===== config.mk =====
export PLATFORM = sky130hd
export DESIGN_NAME = ata_timing_gen
export DESIGN_NICKNAME = d
export VERILOG_FILES = /design/src/rtl/ata_tm_pkg.sv /design/src/rtl/ata_tm_div.sv /design/src/rtl/ata_tm_seq.sv /design/src/rtl/ata_tm_pack.sv /design/src/rtl/ata_tm_sel.sv /design/src/rtl/ata_timing_gen.sv
export SDC_FILE = /design/constraint.sdc
export NUM_CORES = 1
export LEC_CHECK = 0
export BUFFER_PORTS_ARGS = -buffer_cell sky130_fd_sc_hd__buf_2
export CAP_MARGIN = 40
export CORE_AREA = 2 2 205 156
export CTS_BUF_LIST = sky130_fd_sc_hd__clkbuf_8
export DETAILED_ROUTE_END_ITERATION = 16
export DIE_AREA = 0 0 207 158
export PLACE_DENSITY = 0.6
export SLEW_MARGIN = 20
export SYNTH_ARGS = -nofsm -noshare
export SYNTH_HDL_FRONTEND = slang
export SYNTH_SLANG_ARGS = --single-unit

===== constraint.sdc =====
create_clock -name clk -period 5.7 [get_ports clk]
set_input_delay 0.57 -clock clk [delete_from_list [all_inputs] [get_ports clk]]
set_output_delay 0.57 -clock clk [all_outputs]
set_load 0.01 [all_outputs]

===== src/rtl/ata_tm_pkg.sv =====
// Package: shared constants, the per-drive configuration type and the
// nanosecond mode tables for the ATA timing word generator.
// Assumes mode numbers beyond a table's end saturate to its last entry.
package ata_tm_pkg;

    localparam int NUM_DRV  = 2;    // drives sharing one channel
    localparam int NUM_ITEM = 6;    // time values converted per drive
    localparam int NS_W     = 10;   // width of a nanosecond value
    localparam int TICK_W   = 6;    // width of a tick count
    localparam int DIV_W    = 5;    // width of the tick divisor
    localparam int WORD_W   = 32;   // width of a timing word

    localparam int LEG_TICK_NS  = 30;
    localparam int FAST_TICK_NS = 15;

    // Index of each converted time within a drive's tick vector
    localparam int IT_PC = 0;   // I/O cycle
    localparam int IT_PA = 1;   // I/O active
    localparam int IT_DC = 2;   // DMA cycle
    localparam int IT_DA = 3;   // DMA active
    localparam int IT_UC = 4;   // Ultra DMA cycle
    localparam int IT_UA = 5;   // Ultra DMA active

    // Field positions inside a timing word
    localparam int PACT_LSB     = 0;
    localparam int PREC_LSB     = 5;
    localparam int LEG_DACT_LSB = 11;
    localparam int LEG_DREC_LSB = 16;
    localparam int FST_DACT_LSB = 10;
    localparam int FST_DREC_LSB = 15;
    localparam int UEN_BIT      = 20;
    localparam int UCYC_LSB     = 21;
    localparam int UACT_LSB     = 25;

    // Recovery offsets of the legacy variant
    localparam int LEG_PREC_OFS = 4;
    localparam int LEG_DREC_OFS = 1;

    typedef struct packed {
        logic       present;
        logic       dma_en;
        logic       udma_en;
        logic [2:0] pio_mode;
        logic [1:0] dma_mode;
        logic [2:0] udma_mode;
    } drv_cfg_t;

    // I/O mode time lookup (cycle or active), saturating at mode 4
    function automatic logic [NS_W-1:0] pio_ns(input logic [2:0] m, input logic act);
        logic [2:0] s;
        s = (m > 3'd4) ? 3'd4 : m;
        case (s)
            3'd0:    return act ? NS_W'(180) : NS_W'(600);
            3'd1:    return act ? NS_W'(150) : NS_W'(390);
            3'd2:    return act ? NS_W'(105) : NS_W'(240);
            3'd3:    return act ? NS_W'(90)  : NS_W'(180);
            default: return act ? NS_W'(75)  : NS_W'(120);
        endcase
    endfunction

    // Multiword DMA mode time lookup, saturating at mode 2
    function automatic logic [NS_W-1:0] dma_ns(input logic [1:0] m, input logic act);
        case (m)
            2'd0:    return act ? NS_W'(240) : NS_W'(480);
            2'd1:    return act ? NS_W'(90)  : NS_W'(165);
            default: return act ? NS_W'(75)  : NS_W'(120);
        endcase
    endfunction

    // Ultra DMA mode time lookup, saturating at mode 4
    function automatic logic [NS_W-1:0] udma_ns(input logic [2:0] m, input logic act);
        logic [2:0] s;
        s = (m > 3'd4) ? 3'd4 : m;
        case (s)
            3'd0:    return act ? NS_W'(180) : NS_W'(120);
            3'd1:    return act ? NS_W'(150) : NS_W'(90);
            3'd2:    return act ? NS_W'(120) : NS_W'(60);
            3'd3:    return act ? NS_W'(90)  : NS_W'(45);
            default: return act ? NS_W'(90)  : NS_W'(30);
        endcase
    endfunction

    // Time in ns for one converted item of a drive
    function automatic logic [NS_W-1:0] item_ns(input logic [2:0] item, input drv_cfg_t c);
        case (item)
            3'd0:    return pio_ns(c.pio_mode, 1'b0);
            3'd1:    return pio_ns(c.pio_mode, 1'b1);
            3'd2:    return dma_ns(c.dma_mode, 1'b0);
            3'd3:    return dma_ns(c.dma_mode, 1'b1);
            3'd4:    return udma_ns(c.udma_mode, 1'b0);
            default: return udma_ns(c.udma_mode, 1'b1);
        endcase
    endfunction

endpackage


===== src/rtl/ata_tm_div.sv =====
// Module: sequential restoring divider that returns ceil(dividend/divisor).
// One bit of quotient per cycle; the result is valid for one cycle, NS_W+1
// cycles after go. Assumes go is only raised while no division is running
// and that divisor is nonzero.
module ata_tm_div #(
    parameter int NS_W   = ata_tm_pkg::NS_W,
    parameter int DIV_W  = ata_tm_pkg::DIV_W,
    parameter int TICK_W = ata_tm_pkg::TICK_W
) (
    input  logic              clk,
    input  logic              rst_n,
    input  logic              go,
    input  logic [NS_W-1:0]   dividend,
    input  logic [DIV_W-1:0]  divisor,
    output logic              valid,
    output logic [TICK_W-1:0] ceil_q
);
    localparam int CNT_W = $clog2(NS_W + 1);

    logic              active_q;
    logic [CNT_W-1:0]  cnt_q;
    logic [NS_W-1:0]   dvd_q;
    logic [NS_W-1:0]   orig_q;
    logic [NS_W-1:0]   quo_q;
    logic [DIV_W-1:0]  rem_q;
    logic [DIV_W-1:0]  dsr_q;
    logic              valid_q;
    logic [DIV_W:0]    trial;
    logic [DIV_W:0]    diff;
    logic              fits;

    // Trial subtraction of the divisor from the shifted partial remainder
    always_comb begin
        trial = {rem_q, dvd_q[NS_W-1]};
        diff  = trial - {1'b0, dsr_q};
        fits  = (trial >= {1'b0, dsr_q});
    end

    // Iteration registers: load on go, then one quotient bit per cycle
    always_ff @(posedge clk) begin
        if (!rst_n) begin
            active_q <= 1'b0;
            cnt_q    <= '0;
            dvd_q    <= '0;
            orig_q   <= '0;
            quo_q    <= '0;
            rem_q    <= '0;
            dsr_q    <= '0;
            valid_q  <= 1'b0;
        end else begin
            valid_q <= 1'b0;
            if (go && !active_q) begin
                active_q <= 1'b1;
                cnt_q    <= CNT_W'(NS_W);
                dvd_q    <= dividend;
                orig_q   <= dividend;
                quo_q    <= '0;
                rem_q    <= '0;
                dsr_q    <= divisor;
            end else if (active_q) begin
                dvd_q <= {dvd_q[NS_W-2:0], 1'b0};
                quo_q <= {quo_q[NS_W-2:0], fits};
                rem_q <= fits ? diff[DIV_W-1:0] : trial[DIV_W-1:0];
                cnt_q <= cnt_q - 1'b1;
                if (cnt_q == CNT_W'(1)) begin
                    active_q <= 1'b0;
                    valid_q  <= 1'b1;
                end
            end
        end
    end

    // Round the quotient up when a remainder is left
    assign valid  = valid_q;
    assign ceil_q = TICK_W'(quo_q + NS_W'(rem_q != '0));

    // Quotient and remainder reproduce the dividend (ceiling division, R2)
    assert_div_exact_R2: assert property (@(posedge clk) disable iff (!rst_n)
        valid_q |-> ((2*NS_W)'(quo_q) * (2*NS_W)'(dsr_q) + (2*NS_W)'(rem_q) == (2*NS_W)'(orig_q)));

    // The remainder left over is below the divisor
    assert_div_rem_R4: assert property (@(posedge clk) disable iff (!rst_n)
        valid_q |-> (rem_q < dsr_q));

endmodule


===== src/rtl/ata_tm_seq.sv =====
// Module: request sequencer. Captures the drive configuration and variant
// on an accepted start, walks all time items of both drives through the
// shared divider, stores the tick counts, then signals the word load and the
// finish cycle. Assumes the divider answers each go with exactly one valid.
module ata_tm_seq
    import ata_tm_pkg::*;
#(
    parameter int N_DRV  = NUM_DRV,
    parameter int N_ITEM = NUM_ITEM,
    parameter int T_W    = TICK_W,
    parameter int N_W    = NS_W,
    parameter int D_W    = DIV_W
) (
    input  logic                                clk,
    input  logic                                rst_n,
    input  logic                                start,
    input  logic                                fast_in,
    input  drv_cfg_t [N_DRV-1:0]                cfg_in,
    input  logic                                div_valid,
    input  logic [T_W-1:0]                      div_ceil,
    output logic                                div_go,
    output logic [N_W-1:0]                      div_dividend,
    output logic [D_W-1:0]                      div_divisor,
    output drv_cfg_t [N_DRV-1:0]                cfg_q,
    output logic                                fast_q,
    output logic [N_DRV-1:0][N_ITEM-1:0][T_W-1:0] ticks_q,
    output logic                                load_words,
    output logic                                fin
);
    localparam int DRV_IW  = (N_DRV > 1) ? $clog2(N_DRV) : 1;
    localparam int ITEM_IW = 3;

    typedef enum logic [2:0] {S_IDLE, S_ISSUE, S_WAIT, S_WORD, S_FIN} seq_state_e;

    seq_state_e          state_q;
    logic [DRV_IW-1:0]   drv_q;
    logic [ITEM_IW-1:0]  item_q;
    logic                last_item;
    logic                last_drv;

    // Position flags for the end of the conversion walk
    always_comb begin
        last_item = (item_q == ITEM_IW'(N_ITEM - 1));
        last_drv  = (drv_q == DRV_IW'(N_DRV - 1));
    end

    // Divider request for the current drive and item
    always_comb begin
        div_go       = (state_q == S_ISSUE);
        div_dividend = item_ns(item_q, cfg_q[drv_q]);
        div_divisor  = fast_q ? D_W'(FAST_TICK_NS) : D_W'(LEG_TICK_NS);
        load_words   = (state_q == S_WORD);
        fin          = (state_q == S_FIN);
    end

    // Sequencer state, captured request and tick storage
    always_ff @(posedge clk) begin
        if (!rst_n) begin
            state_q <= S_IDLE;
            drv_q   <= '0;
            item_q  <= '0;
            cfg_q   <= '0;
            fast_q  <= 1'b0;
            ticks_q <= '0;
        end else begin
            case (state_q)
                S_IDLE: begin
                    if (start) begin
                        cfg_q   <= cfg_in;
                        fast_q  <= fast_in;
                        drv_q   <= '0;
                        item_q  <= '0;
                        state_q <= S_ISSUE;
                    end
                end
                S_ISSUE: state_q <= S_WAIT;
                S_WAIT: begin
                    if (div_valid) begin
                        ticks_q[drv_q][item_q] <= div_ceil;
                        if (!last_item) begin
                            item_q  <= item_q + 1'b1;
                            state_q <= S_ISSUE;
                        end else if (!last_drv) begin
                            item_q  <= '0;
                            drv_q   <= drv_q + 1'b1;
                            state_q <= S_ISSUE;
                        end else begin
                            state_q <= S_WORD;
                        end
                    end
                end
                S_WORD:  state_q <= S_FIN;
                default: state_q <= S_IDLE;
            endcase
        end
    end

    // A start during a running request leaves the captured request alone
    assert_busy_ignore_R11: assert property (@(posedge clk) disable iff (!rst_n)
        (state_q != S_IDLE && start) |=> ($stable(cfg_q) && $stable(fast_q)));

endmodule


===== src/rtl/ata_tm_pack.sv =====
// Module: combinational packer. From the tick counts of each drive and the
// captured flags it derives recovery counts with the variant's offsets and
// clamps and assembles one timing word per drive. Assumes tick counts fit
// their fields, which holds for every mode in the tables.
module ata_tm_pack
    import ata_tm_pkg::*;
#(
    parameter int N_DRV  = NUM_DRV,
    parameter int N_ITEM = NUM_ITEM,
    parameter int T_W    = TICK_W,
    parameter int W_W    = WORD_W
) (
    input  logic                                fast,
    input  drv_cfg_t [N_DRV-1:0]                cfg,
    input  logic [N_DRV-1:0][N_ITEM-1:0][T_W-1:0] ticks,
    output logic [N_DRV-1:0][W_W-1:0]           words
);
    localparam int RW = T_W + 2;
    localparam logic signed [RW-1:0] ONE  = RW'(1);
    localparam logic signed [RW-1:0] POFS = RW'(LEG_PREC_OFS);
    localparam logic signed [RW-1:0] DOFS = RW'(LEG_DREC_OFS);

    for (genvar g = 0; g < N_DRV; g++) begin : g_drv
        logic signed [RW-1:0] pc, pa, pa_c, prec, dc, da, drec;
        logic [W_W-1:0]       w;

        // Recovery arithmetic and field assembly for one drive
        always_comb begin
            pc = $signed({2'b00, ticks[g][IT_PC]});
            pa = $signed({2'b00, ticks[g][IT_PA]});
            dc = $signed({2'b00, ticks[g][IT_DC]});
            da = $signed({2'b00, ticks[g][IT_DA]});
            if (fast) begin
                pa_c = pa;
                prec = pc - pa;
                drec = dc - da;
            end else begin
                pa_c = (pa < ONE) ? ONE : pa;
                prec = pc - pa_c - POFS;
                if (prec < ONE) prec = ONE;
                drec = dc - da - DOFS;
                if (drec < ONE) drec = ONE;
            end
            w = '0;
            if (cfg[g].present) begin
                w = w | (W_W'($unsigned(pa_c)) << PACT_LSB)
                      | (W_W'($unsigned(prec)) << PREC_LSB);
                if (cfg[g].dma_en) begin
                    if (fast)
                        w = w | (W_W'($unsigned(da))   << FST_DACT_LSB)
                              | (W_W'($unsigned(drec)) << FST_DREC_LSB);
                    else
                        w = w | (W_W'($unsigned(da))   << LEG_DACT_LSB)
                              | (W_W'($unsigned(drec)) << LEG_DREC_LSB);
                end
                if (cfg[g].udma_en && fast) begin
                    w = w | (W_W'(1) << UEN_BIT)
                          | (W_W'(ticks[g][IT_UC]) << UCYC_LSB)
                          | (W_W'(ticks[g][IT_UA]) << UACT_LSB);
                end
            end
        end

        assign words[g] = w;
    end

endmodule


===== src/rtl/ata_tm_sel.sv =====
// Module: channel register selection. Picks the word the shared timing
// register holds and whether it must be reloaded on each drive select.
// Assumes exactly two drives; keeps the current value when both are zero.
module ata_tm_sel #(
    parameter int W_W = ata_tm_pkg::WORD_W
) (
    input  logic [W_W-1:0] w0,
    input  logic [W_W-1:0] w1,
    input  logic [W_W-1:0] cur_reg,
    output logic [W_W-1:0] nxt_reg,
    output logic           nxt_switch
);
    logic nz0, nz1;

    // Priority choice: drive 0 first, then drive 1, else hold
    always_comb begin
        nz0        = (w0 != '0);
        nz1        = (w1 != '0);
        nxt_reg    = nz0 ? w0 : (nz1 ? w1 : cur_reg);
        nxt_switch = nz0 && nz1 && (w0 != w1);
    end

endmodule


===== src/rtl/ata_timing_gen.sv =====
// Module: top of the ATA drive timing word generator. Connects the
// sequencer, shared divider, packer and register selection, and holds the
// result registers and the done pulse. Assumes start is a one-cycle pulse;
// results hold until the next request completes.
module ata_timing_gen
    import ata_tm_pkg::*;
#(
    parameter int W_W = WORD_W
) (
    input  logic           clk,
    input  logic           rst_n,
    input  logic           start,
    input  logic           fast_mode,
    input  logic           d0_present,
    input  logic           d0_dma_en,
    input  logic           d0_udma_en,
    input  logic [2:0]     d0_pio_mode,
    input  logic [1:0]     d0_dma_mode,
    input  logic [2:0]     d0_udma_mode,
    input  logic           d1_present,
    input  logic           d1_dma_en,
    input  logic           d1_udma_en,
    input  logic [2:0]     d1_pio_mode,
    input  logic [1:0]     d1_dma_mode,
    input  logic [2:0]     d1_udma_mode,
    output logic           done,
    output logic [W_W-1:0] word0,
    output logic [W_W-1:0] word1,
    output logic [W_W-1:0] timing_reg,
    output logic           switch_en
);
    drv_cfg_t [NUM_DRV-1:0]                      cfg_in, cfg_q;
    logic                                        fast_q;
    logic [NUM_DRV-1:0][NUM_ITEM-1:0][TICK_W-1:0] ticks;
    logic [NUM_DRV-1:0][W_W-1:0]                 words_nxt;
    logic                                        div_go, div_valid;
    logic [NS_W-1:0]                             div_dividend;
    logic [DIV_W-1:0]                            div_divisor;
    logic [TICK_W-1:0]                           div_ceil;
    logic                                        load_words, fin;
    logic [W_W-1:0]                              reg_nxt;
    logic                                        sw_nxt;
    logic                                        done_q, sw_q;
    logic [W_W-1:0]                              w0_q, w1_q, reg_q;

    // Gather the per-drive input pins into configuration records
    always_comb begin
        cfg_in[0] = '{present: d0_present, dma_en: d0_dma_en, udma_en: d0_udma_en,
                      pio_mode: d0_pio_mode, dma_mode: d0_dma_mode, udma_mode: d0_udma_mode};
        cfg_in[1] = '{present: d1_present, dma_en: d1_dma_en, udma_en: d1_udma_en,
                      pio_mode: d1_pio_mode, dma_mode: d1_dma_mode, udma_mode: d1_udma_mode};
    end

    ata_tm_seq i_seq (
        .clk          (clk),
        .rst_n        (rst_n),
        .start        (start),
        .fast_in      (fast_mode),
        .cfg_in       (cfg_in),
        .div_valid    (div_valid),
        .div_ceil     (div_ceil),
        .div_go       (div_go),
        .div_dividend (div_dividend),
        .div_divisor  (div_divisor),
        .cfg_q        (cfg_q),
        .fast_q       (fast_q),
        .ticks_q      (ticks),
        .load_words   (load_words),
        .fin          (fin)
    );

    ata_tm_div i_div (
        .clk      (clk),
        .rst_n    (rst_n),
        .go       (div_go),
        .dividend (div_dividend),
        .divisor  (div_divisor),
        .valid    (div_valid),
        .ceil_q   (div_ceil)
    );

    ata_tm_pack #(.W_W(W_W)) i_pack (
        .fast  (fast_q),
        .cfg   (cfg_q),
        .ticks (ticks),
        .words (words_nxt)
    );

    ata_tm_sel #(.W_W(W_W)) i_sel (
        .w0         (words_nxt[0]),
        .w1         (words_nxt[1]),
        .cur_reg    (reg_q),
        .nxt_reg    (reg_nxt),
        .nxt_switch (sw_nxt)
    );

    // Result registers load one cycle before the done pulse
    always_ff @(posedge clk) begin
        if (!rst_n) begin
            done_q <= 1'b0;
            w0_q   <= '0;
            w1_q   <= '0;
            reg_q  <= '0;
            sw_q   <= 1'b0;
        end else begin
            done_q <= fin;
            if (load_words) begin
                w0_q  <= words_nxt[0];
                w1_q  <= words_nxt[1];
                reg_q <= reg_nxt;
                sw_q  <= sw_nxt;
            end
        end
    end

    assign done       = done_q;
    assign word0      = w0_q;
    assign word1      = w1_q;
    assign timing_reg = reg_q;
    assign switch_en  = sw_q;

    // Done never lasts two cycles
    assert_done_pulse_R10: assert property (@(posedge clk) disable iff (!rst_n)
        done_q |=> !done_q);

    // Results are already settled in the cycle before done
    assert_words_hold_R10: assert property (@(posedge clk) disable iff (!rst_n)
        done_q |-> ($stable(w0_q) && $stable(w1_q) && $stable(reg_q) && $stable(sw_q)));

    // Per-select switching implies the register holds drive 0's word
    assert_switch_reg_R9: assert property (@(posedge clk) disable iff (!rst_n)
        sw_q |-> (reg_q == w0_q && w0_q != w1_q && w1_q != '0));

    // The register always holds one of the words unless both are zero
    assert_reg_source_R8: assert property (@(posedge clk) disable iff (!rst_n)
        done_q |-> (reg_q == w0_q || (w0_q == '0 && (reg_q == w1_q || w1_q == '0))));

    // Legacy words leave the upper bits clear
    assert_legacy_high_zero_R3: assert property (@(posedge clk) disable iff (!rst_n)
        (done_q && !fast_q) |-> (w0_q[W_W-1:21] == '0 && w1_q[W_W-1:21] == '0));

    // An absent drive yields a zero word
    assert_absent_zero_R6: assert property (@(posedge clk) disable iff (!rst_n)
        (done_q && !cfg_q[0].present) |-> (w0_q == '0));

    // Fast variant with Ultra DMA sets the enable bit
    assert_udma_enable_R5: assert property (@(posedge clk) disable iff (!rst_n)
        (done_q && fast_q && cfg_q[0].present && cfg_q[0].udma_en) |-> w0_q[20]);

endmodule


==> results by group, run 1 <==
Synthesis
  • Synth Register Bits: 227
  • Yosys top cell by area: dfxtp_1
  • Post-synthesis sequential area ratio: 0.3569
  • Post-Syn Area: 12730 sq um
  • Post-synth top area share: 0.3569
  • Most numerous cell in the Yosys netlist: nor2_1
  • Ys flop type: dfxtp_1
  • Commonest cells post-synth: nor2_1 (265), dfxtp_1 (227), nand2_1 (156)
  • Area contributors post-synth: dfxtp_1 (36%), nor2_1 (7.8%), ha_1 (6.3%)
  • Ys Warns: 0
  • Syn Inst Count: 1607
  • Mean Syn Cell Area: 7.923 sq um
  • Ys async rst share: 0
  • Yosys cell types: 85
  • EDFF count, synth: 0

Drt
  • DRT antenna net count: 0
  • DRT iter0 DRCs: 1067
  • Routed wire length: 39350 um
  • Drt drc: 0
  • TritonRoute pass-1 iters: 7
  • Post-DR wirelength/cell: 18.32 um
  • Vias per inst: 5.573
  • Via Count: 11970

Timing
  • Worst Slack Setup Final: 0.2853 ns
  • WHS: 0.2226 ns
  • Setup_tns: 0 ns
  • Final setup violation count: 0
  • Pins Over Slew Limit: 0
  • Tmin final: 5.415 ns
  • Final Hold Vio Count: 0
  • Final Cycle Share: 0.9499
  • RSZ-0062 raised after global routing: no
  • Peak Freq: 0.1847 GHz
  • Worst-Margin Slew: 0.9186 ns
  • Slew HR: 0.3835
  • Clock skew: 0.05150 ns

Placed design
  • Routability cong.: 0.9067
  • Setup WS pre-CTS: 0.3777 ns
  • DP HPWL: 28540 um
  • Buffers on Ports: 120

Setup path
  • Crit path capture type: register
  • Critical path type: reg2reg
  • Reg2reg setup slack: 0.29 ns
  • Crit Path Max Fanout: 7
  • R2R Path End: switch_en
  • Sum of buffers and inverters on the critical path: 3
  • Slowest cell delay on critical path: 0.45 ns
  • R2r worst-path depth: 23
  • Slowest CP cell: or3b_2
  • Reg-to-Reg Start: i_seq.ticks_q[44]
  • Crit-path cells: or4_1 > o21bai_1 > ha_1 > inv_1 > ha_1 > inv_1 > fa_1 > nand2b_1 > o2bb2ai_1 > o21ba_2 > or2_2 > nor4_1 > ha_1 > or3b_2 > a21oi_1 > buf_4 > xor2_1 > nor3_1 > nand4_1 > nor4_1 > nand4_1 > nor4_1 > o21ai_1
  • Crit path DAT: 5.87 ns
  • CP top delay family: simple AND/OR/NAND/NOR gates
  • WP data required: 6.15 ns
  • Startpoint types: register

Clocking
  • Clock tree buffer depth: 3
  • Sink Count: 227
  • H-tree depth: 2
  • Clock Pin Slew Worst Setup and Hold Paths: 0.07 ns
  • Postcts setup bufs: 0
  • Root buffer cell: clkbuf_8
  • Worst-Skew Late Latency: 0.58 ns
  • CTS tree: yes
  • Cts bufs inserted: 39

Cells and area
  • Top reg by flops: i_seq.ticks_q
  • Register area: 4547 sq um
  • Filler cells: 3119
  • Area Growth Syn to Fin: 15.50%
  • Multi-input logic area: 7493 sq um
  • Layout cells sized above 1: 0.1493
  • Antenna cells: 0
  • Final net count: 1813
  • Final core occ: 0.4770
  • Max FFs per register: 72

Pwr
  • Seq pwr share: 0.471
  • Internal: 2.556 mW
  • Sw frac: 0.2712
  • LEAKAGE: 5.769 nW
  • Design Power: 3.507 mW
  • Power Dens Cells: 238.5 nW/um^2
  • Peak supply drop: 184.1 uV
  • Net switching power: 951.1 uW
  • Clock power frac: 0.435
  • Combinational share of power: 0.094

Run status
  • Outcome: finished clean

Floorplanning
  • # rows: 56
  • Die height: 158 um
  • Starting Density: 0.4130
  • DIE AREA: 32710 sq um
  • Die width: 207 um
  • IO Pins: 124
  • Core area: 30830 sq um

Hold path
  • Hold path startpoint: d1_pio_mode[1]
  • Hold Path Cell Cnt: 3
  • Min-delay worst type: in2reg
  • Hold EP: i_seq.cfg_q[17]

GRT
  • Initial antenna violation count: 1
  • First-pass GRT wire length: 61580 um
  • GRT Overall Usage: 0.2359
  • Grt ovf: 0
  • Largest net degree at the start of global routing: 80
  • Number of global-route vias before repair: 10890

Job
  • Max-cap violations: 0
==> power groups by stage <==
stage	Sequential [mW]	Combinational [mW]	Clock (mW)
floorplan	1.67	0.227	0
global placement	1.69	0.312	0
detailed placement	1.69	0.322	0
CTS	1.65	0.323	1.56
global route	1.66	0.365	1.62
finish	1.65	0.328	1.53
==> cell usage in the layout, fill, tap and decap left out, drive strengths merged, types with 12 or more instances in the layout <==
cell    count
nand2b     16
nor2b      18
mux2i      47
a211oi     82
buf       171
clkbuf     49
xor2       28
o21ai      59
a21oi     138
o211ai     12
o211a      13
ha         64
nor4       16
nor3       38
dfxtp     227
nand2     156
xnor2      27
inv        91
nand3      35
nor2      265
==> worst max path at each step <==
stage                                end  cells after the start  slack, ns         startpoint
after floorplan            timing_reg[4]                     26       0.73  i_seq.ticks_q[45]
after global placement    timing_reg[24]                     24       0.50   i_seq.ticks_q[7]
after detailed placement       switch_en                     23       0.38  i_seq.ticks_q[43]
after CTS                      switch_en                     23       0.37  i_seq.ticks_q[43]
after global routing           switch_en                     23       0.01  i_seq.ticks_q[44]
final                          switch_en                     23       0.29  i_seq.ticks_q[44]
==> timing repair <==
action | in CTS | in global routing
hold endpoints to repair | 0 | 0
endpoints found under the setup margin | 0 | 9
resized for setup | 0 | 3
hold buffers | 0 | 0
==> cells by family after synthesis <==
logic type | count (synthesis) | synth area share
AOI/OAI and AO/OA | 409 | 0.2163
muxes | 53 | 0.04226
other | 1 | 0.0002945
adders and majority gates | 71 | 0.07390
xor gates and xnor gates | 55 | 0.03783
and+or+nand+nor | 607 | 0.2139
buffers and inverters | 184 | 0.05857
DFF | 227 | 0.3569
==> worst min-delay path, stage by stage <==
cell and delay (ns):
buf_2 0.09, nand2_1 0.05, a21oi_1 0.05
==> final cells by class <==
type	instances	area share
multi-input cells	1198	0.5096
flip-flops and latches	227	0.3092
repair buffers	171	0.07258
clock buffers	49	0.04586
well taps	406	0.03454
inverters	79	0.02051
clock inverters	18	0.007743
==> routing by layer <==
layer	global-route usage	vias up	share of wire
li1	-	5882	-
met1	0.3546	5626	0.50
met2	0.3273	381	0.39
met3	0.05217	79	0.078
met4	0.07551	2	0.026
met5	0.01349	-	0.0014
==> stage by stage <==
stage | cell area (sq um) | std cells
global placement | 13730 | 2066
global route | 14710 | 2148
detailed placement | 13840 | 2075
floorplan | 12740 | 1609
CTS | 14630 | 2142
finish | 14710 | 2148
No activity file was read; power rests on OpenSTA's default activity.
==> inputs of run 2 (changes only) <==
--- a/config.mk
+++ b/config.mk
@@ -9,5 +9,5 @@
 export CAP_MARGIN = 40
 export CORE_AREA = 2 2 205 156
-export CTS_BUF_LIST = sky130_fd_sc_hd__clkbuf_8
+export CTS_CLUSTER_SIZE = 16
 export DETAILED_ROUTE_END_ITERATION = 16
 export DIE_AREA = 0 0 207 158
==> constraint.sdc (replaced) <==
create_clock -name clk -period 5.7 [get_ports clk]
set_input_delay 0.57 -clock clk [delete_from_list [all_inputs] [get_ports clk]]
set_output_delay 0.57 -clock clk [all_outputs]
set_load 0.02 [all_outputs]
==> run 2 against run 1 <==
Net effect: hold slack improved by 0.020 ns; critical endpoint unchanged; non-clock buffer count stayed put; utilization grew 0.33 points; combinational power grew 2%; maximum frequency rose by 1.3%.
==> results by group, run 2 (synthesis results as in run 1) <==
Clocking
  • Hold_buf cts: 0 (unchanged)
  • Clock Pin Slew Worst Setup and Hold Paths: 0.06 ns (about the same)
  • Cts bufs inserted: 25 (-36%)
  • H-tree depth: 1 (-1)
  • Post-cts gate resize count: 0 (unchanged)
  • Postcts setup bufs: 0 (unchanged)
  • Clock tree buffer depth: 3 (unchanged)
  • Worst-Skew Late Latency: 0.56 ns (-0.02 ns)
  • Sink Count: 227 (unchanged)
  • Root buffer cell: clkbuf_16
  • CTS tree: yes

Timing
  • Slew HR: 0.4187 (+0.03525)
  • Worst-Margin Slew: 0.8677 ns (-0.05098 ns)
  • Clock skew: 0.02574 ns (-0.02576 ns)
  • WHS: 0.2429 ns (+0.02033 ns)
  • Final Cycle Share: 0.9375 (-0.01242)
  • Peak Freq: 0.1871 GHz (+1.3%)
  • Setup_tns: 0 ns (unchanged)
  • RSZ-0062 raised after global routing: no
  • Final setup violation count: 0 (unchanged)
  • Tmin final: 5.344 ns (-0.07078 ns)
  • Final Hold Vio Count: 0 (unchanged)
  • Pins Over Slew Limit: 0 (unchanged)

Setup path
  • Crit path capture type: register
  • Startpoint types: register
  • Reg2reg setup slack: 0.36 ns (+0.07 ns)
  • Slowest cell delay on critical path: 0.45 ns (about the same)
  • Slowest CP cell: or3b_2
  • Crit path DAT: 5.78 ns (-0.09 ns)
  • R2r worst-path depth: 23 (unchanged)
  • Crit-path cells: or4_1 > o21bai_1 > ha_1 > inv_1 > ha_1 > inv_1 > fa_1 > nand2b_1 > o2bb2ai_1 > o21ba_2 > or2_2 > nor4_1 > ha_1 > or3b_2 > a21oi_1 > buf_4 > xor2_1 > nor3_1 > nand4_1 > nor4_1 > nand4_1 > nor4_1 > o21ai_1
  • Critical path type: reg2reg
  • WP data required: 6.14 ns (about the same)
  • R2R Path End: switch_en
  • Reg-to-Reg Start: i_seq.ticks_q[44]
  • Crit Path Max Fanout: 7 (unchanged)

Drt
  • DRT iter0 DRCs: 981 (-8.1%)
  • TritonRoute pass-1 iters: 5 (-2)
  • Post-DR wirelength/cell: 18.39 um (+0.39%)
  • Routed wire length: 39080 um (-0.69%)
  • Vias per inst: 5.558 (-0.27%)
  • DRT antenna net count: 0 (unchanged)
  • Via Count: 11810 (-1.3%)
  • Drt drc: 0 (unchanged)

Pwr
  • Power Dens Cells: 252.1 nW/um^2 (+5.7%)
  • Peak supply drop: 208.6 uV (+13%)
  • Design Power: 3.732 mW (+6.4%)
  • LEAKAGE: 5.757 nW (-0.20%)

Floorplanning
  • Starting Density: 0.4130 (unchanged)
  • Core area: 30830 sq um (unchanged)
  • Die height: 158 um (unchanged)
  • Die width: 207 um (unchanged)
  • # rows: 56 (unchanged)
  • IO Pins: 124 (unchanged)
  • DIE AREA: 32710 sq um (unchanged)

Hold path
  • Hold Path Cell Cnt: 3 (unchanged)
  • Hold path startpoint: d1_udma_mode[2]
  • Hold EP: i_seq.cfg_q[13]
  • Min-delay worst type: in2reg

Run status
  • Outcome: finished clean

GRT
  • Number of global-route vias before repair: 10750 (-1.3%)
  • GRT Overall Usage: 0.2336 (-0.002290)
  • Initial antenna violation count: 1 (unchanged)
  • Largest net degree at the start of global routing: 80 (unchanged)
  • Grt ovf: 0 (unchanged)
  • First-pass GRT wire length: 61270 um (-0.50%)

Placed design
  • Routability cong.: 0.9067 (unchanged)
  • DP HPWL: 28540 um (unchanged)
  • Placed cell areas: 13840 sq um (unchanged)
  • Buffers on Ports: 120 (unchanged)

Cells and area
  • Finished Cell Area: 14810 sq um (+0.69%)
  • Commonest cells after routing, fill and taps aside: nor2_1 (265), dfxtp_1 (225), nand2_1 (156)
  • Layout cells sized above 1: 0.1437 (-0.005566)
  • Commonest non-fill, non-tap cell in the layout: nor2_1
  • Final net count: 1799 (-0.77%)
  • Area Growth Syn to Fin: 16.29%
  • Antenna cells: 0 (unchanged)
  • Top reg by flops: i_seq.ticks_q
  • Max FFs per register: 72 (unchanged)

Job
  • Max-cap violations: 0 (unchanged)
-- run 2: changes by cell type in the layout (fill, tap and decap cells not counted), sizes merged --
cell,change
clkbuf,-16
inv,-12
bufinv,+2
clkinv,+2
clkinvlp,+1
-- run 2: area by class of cell --
type / count / area (sq um)
clock buffers: 33 / 725.7
clock inverters: 11 / 163.9
fillers: 3109 / 16020
inverters: 79 / 301.5
multi-input cells: 1198 / 7493
flip-flops and latches: 227 / 4547
well taps: 406 / 508.0
repair buffers: 171 / 1067
-- run 2: routing by layer --
| metal | share of wire | up-vias | track usage |
|---|---|---|---|
| met5 | 0 | - | 0.007496 |
| met1 | 0.50 | 5530 | 0.3558 |
| met3 | 0.079 | 67 | 0.05138 |
| li1 | - | 5841 | - |
| met2 | 0.40 | 372 | 0.3281 |
| met4 | 0.022 | 0 | 0.05510 |
-- run 2: worst max-delay path by stage --
stage                           start              to  cells after the start
finish              i_seq.ticks_q[44]       switch_en                     23
global route        i_seq.ticks_q[44]       switch_en                     23
CTS                 i_seq.ticks_q[43]       switch_en                     23
detailed placement  i_seq.ticks_q[43]       switch_en                     23
global placement     i_seq.ticks_q[7]  timing_reg[24]                     24
floorplan           i_seq.ticks_q[45]   timing_reg[4]                     26
-- run 2: metrics by stage --
stage,worst slack [ns],cells,utilization
after global routing,0.007199,2125,0.4803
after floorplan,0.7266,1609,-
final,0.3561,2125,0.4803
after detailed placement,0.3777,2075,0.4490
after global placement,0.4997,2066,0.4453
after CTS,0.3708,2119,0.4778
-- run 2: critical path, delay by kind of cell, from the launching register on --
kind            cells  cell delay [ns]
buf+inv             3             0.29
fa+ha+maj           4             1.07
simple gates       10             2.54
flops               1             0.43
compound gates      5             0.85
xor+xnor            1             0.07
-- run 2: where the power goes --
group	internal, mW	switching [mW]	total [mW]
Combinational	0.116	0.218	0.334
Clock	1.04	0.709	1.75
Sequential	1.62	0.0335	1.65
Total	2.77	0.961	3.73
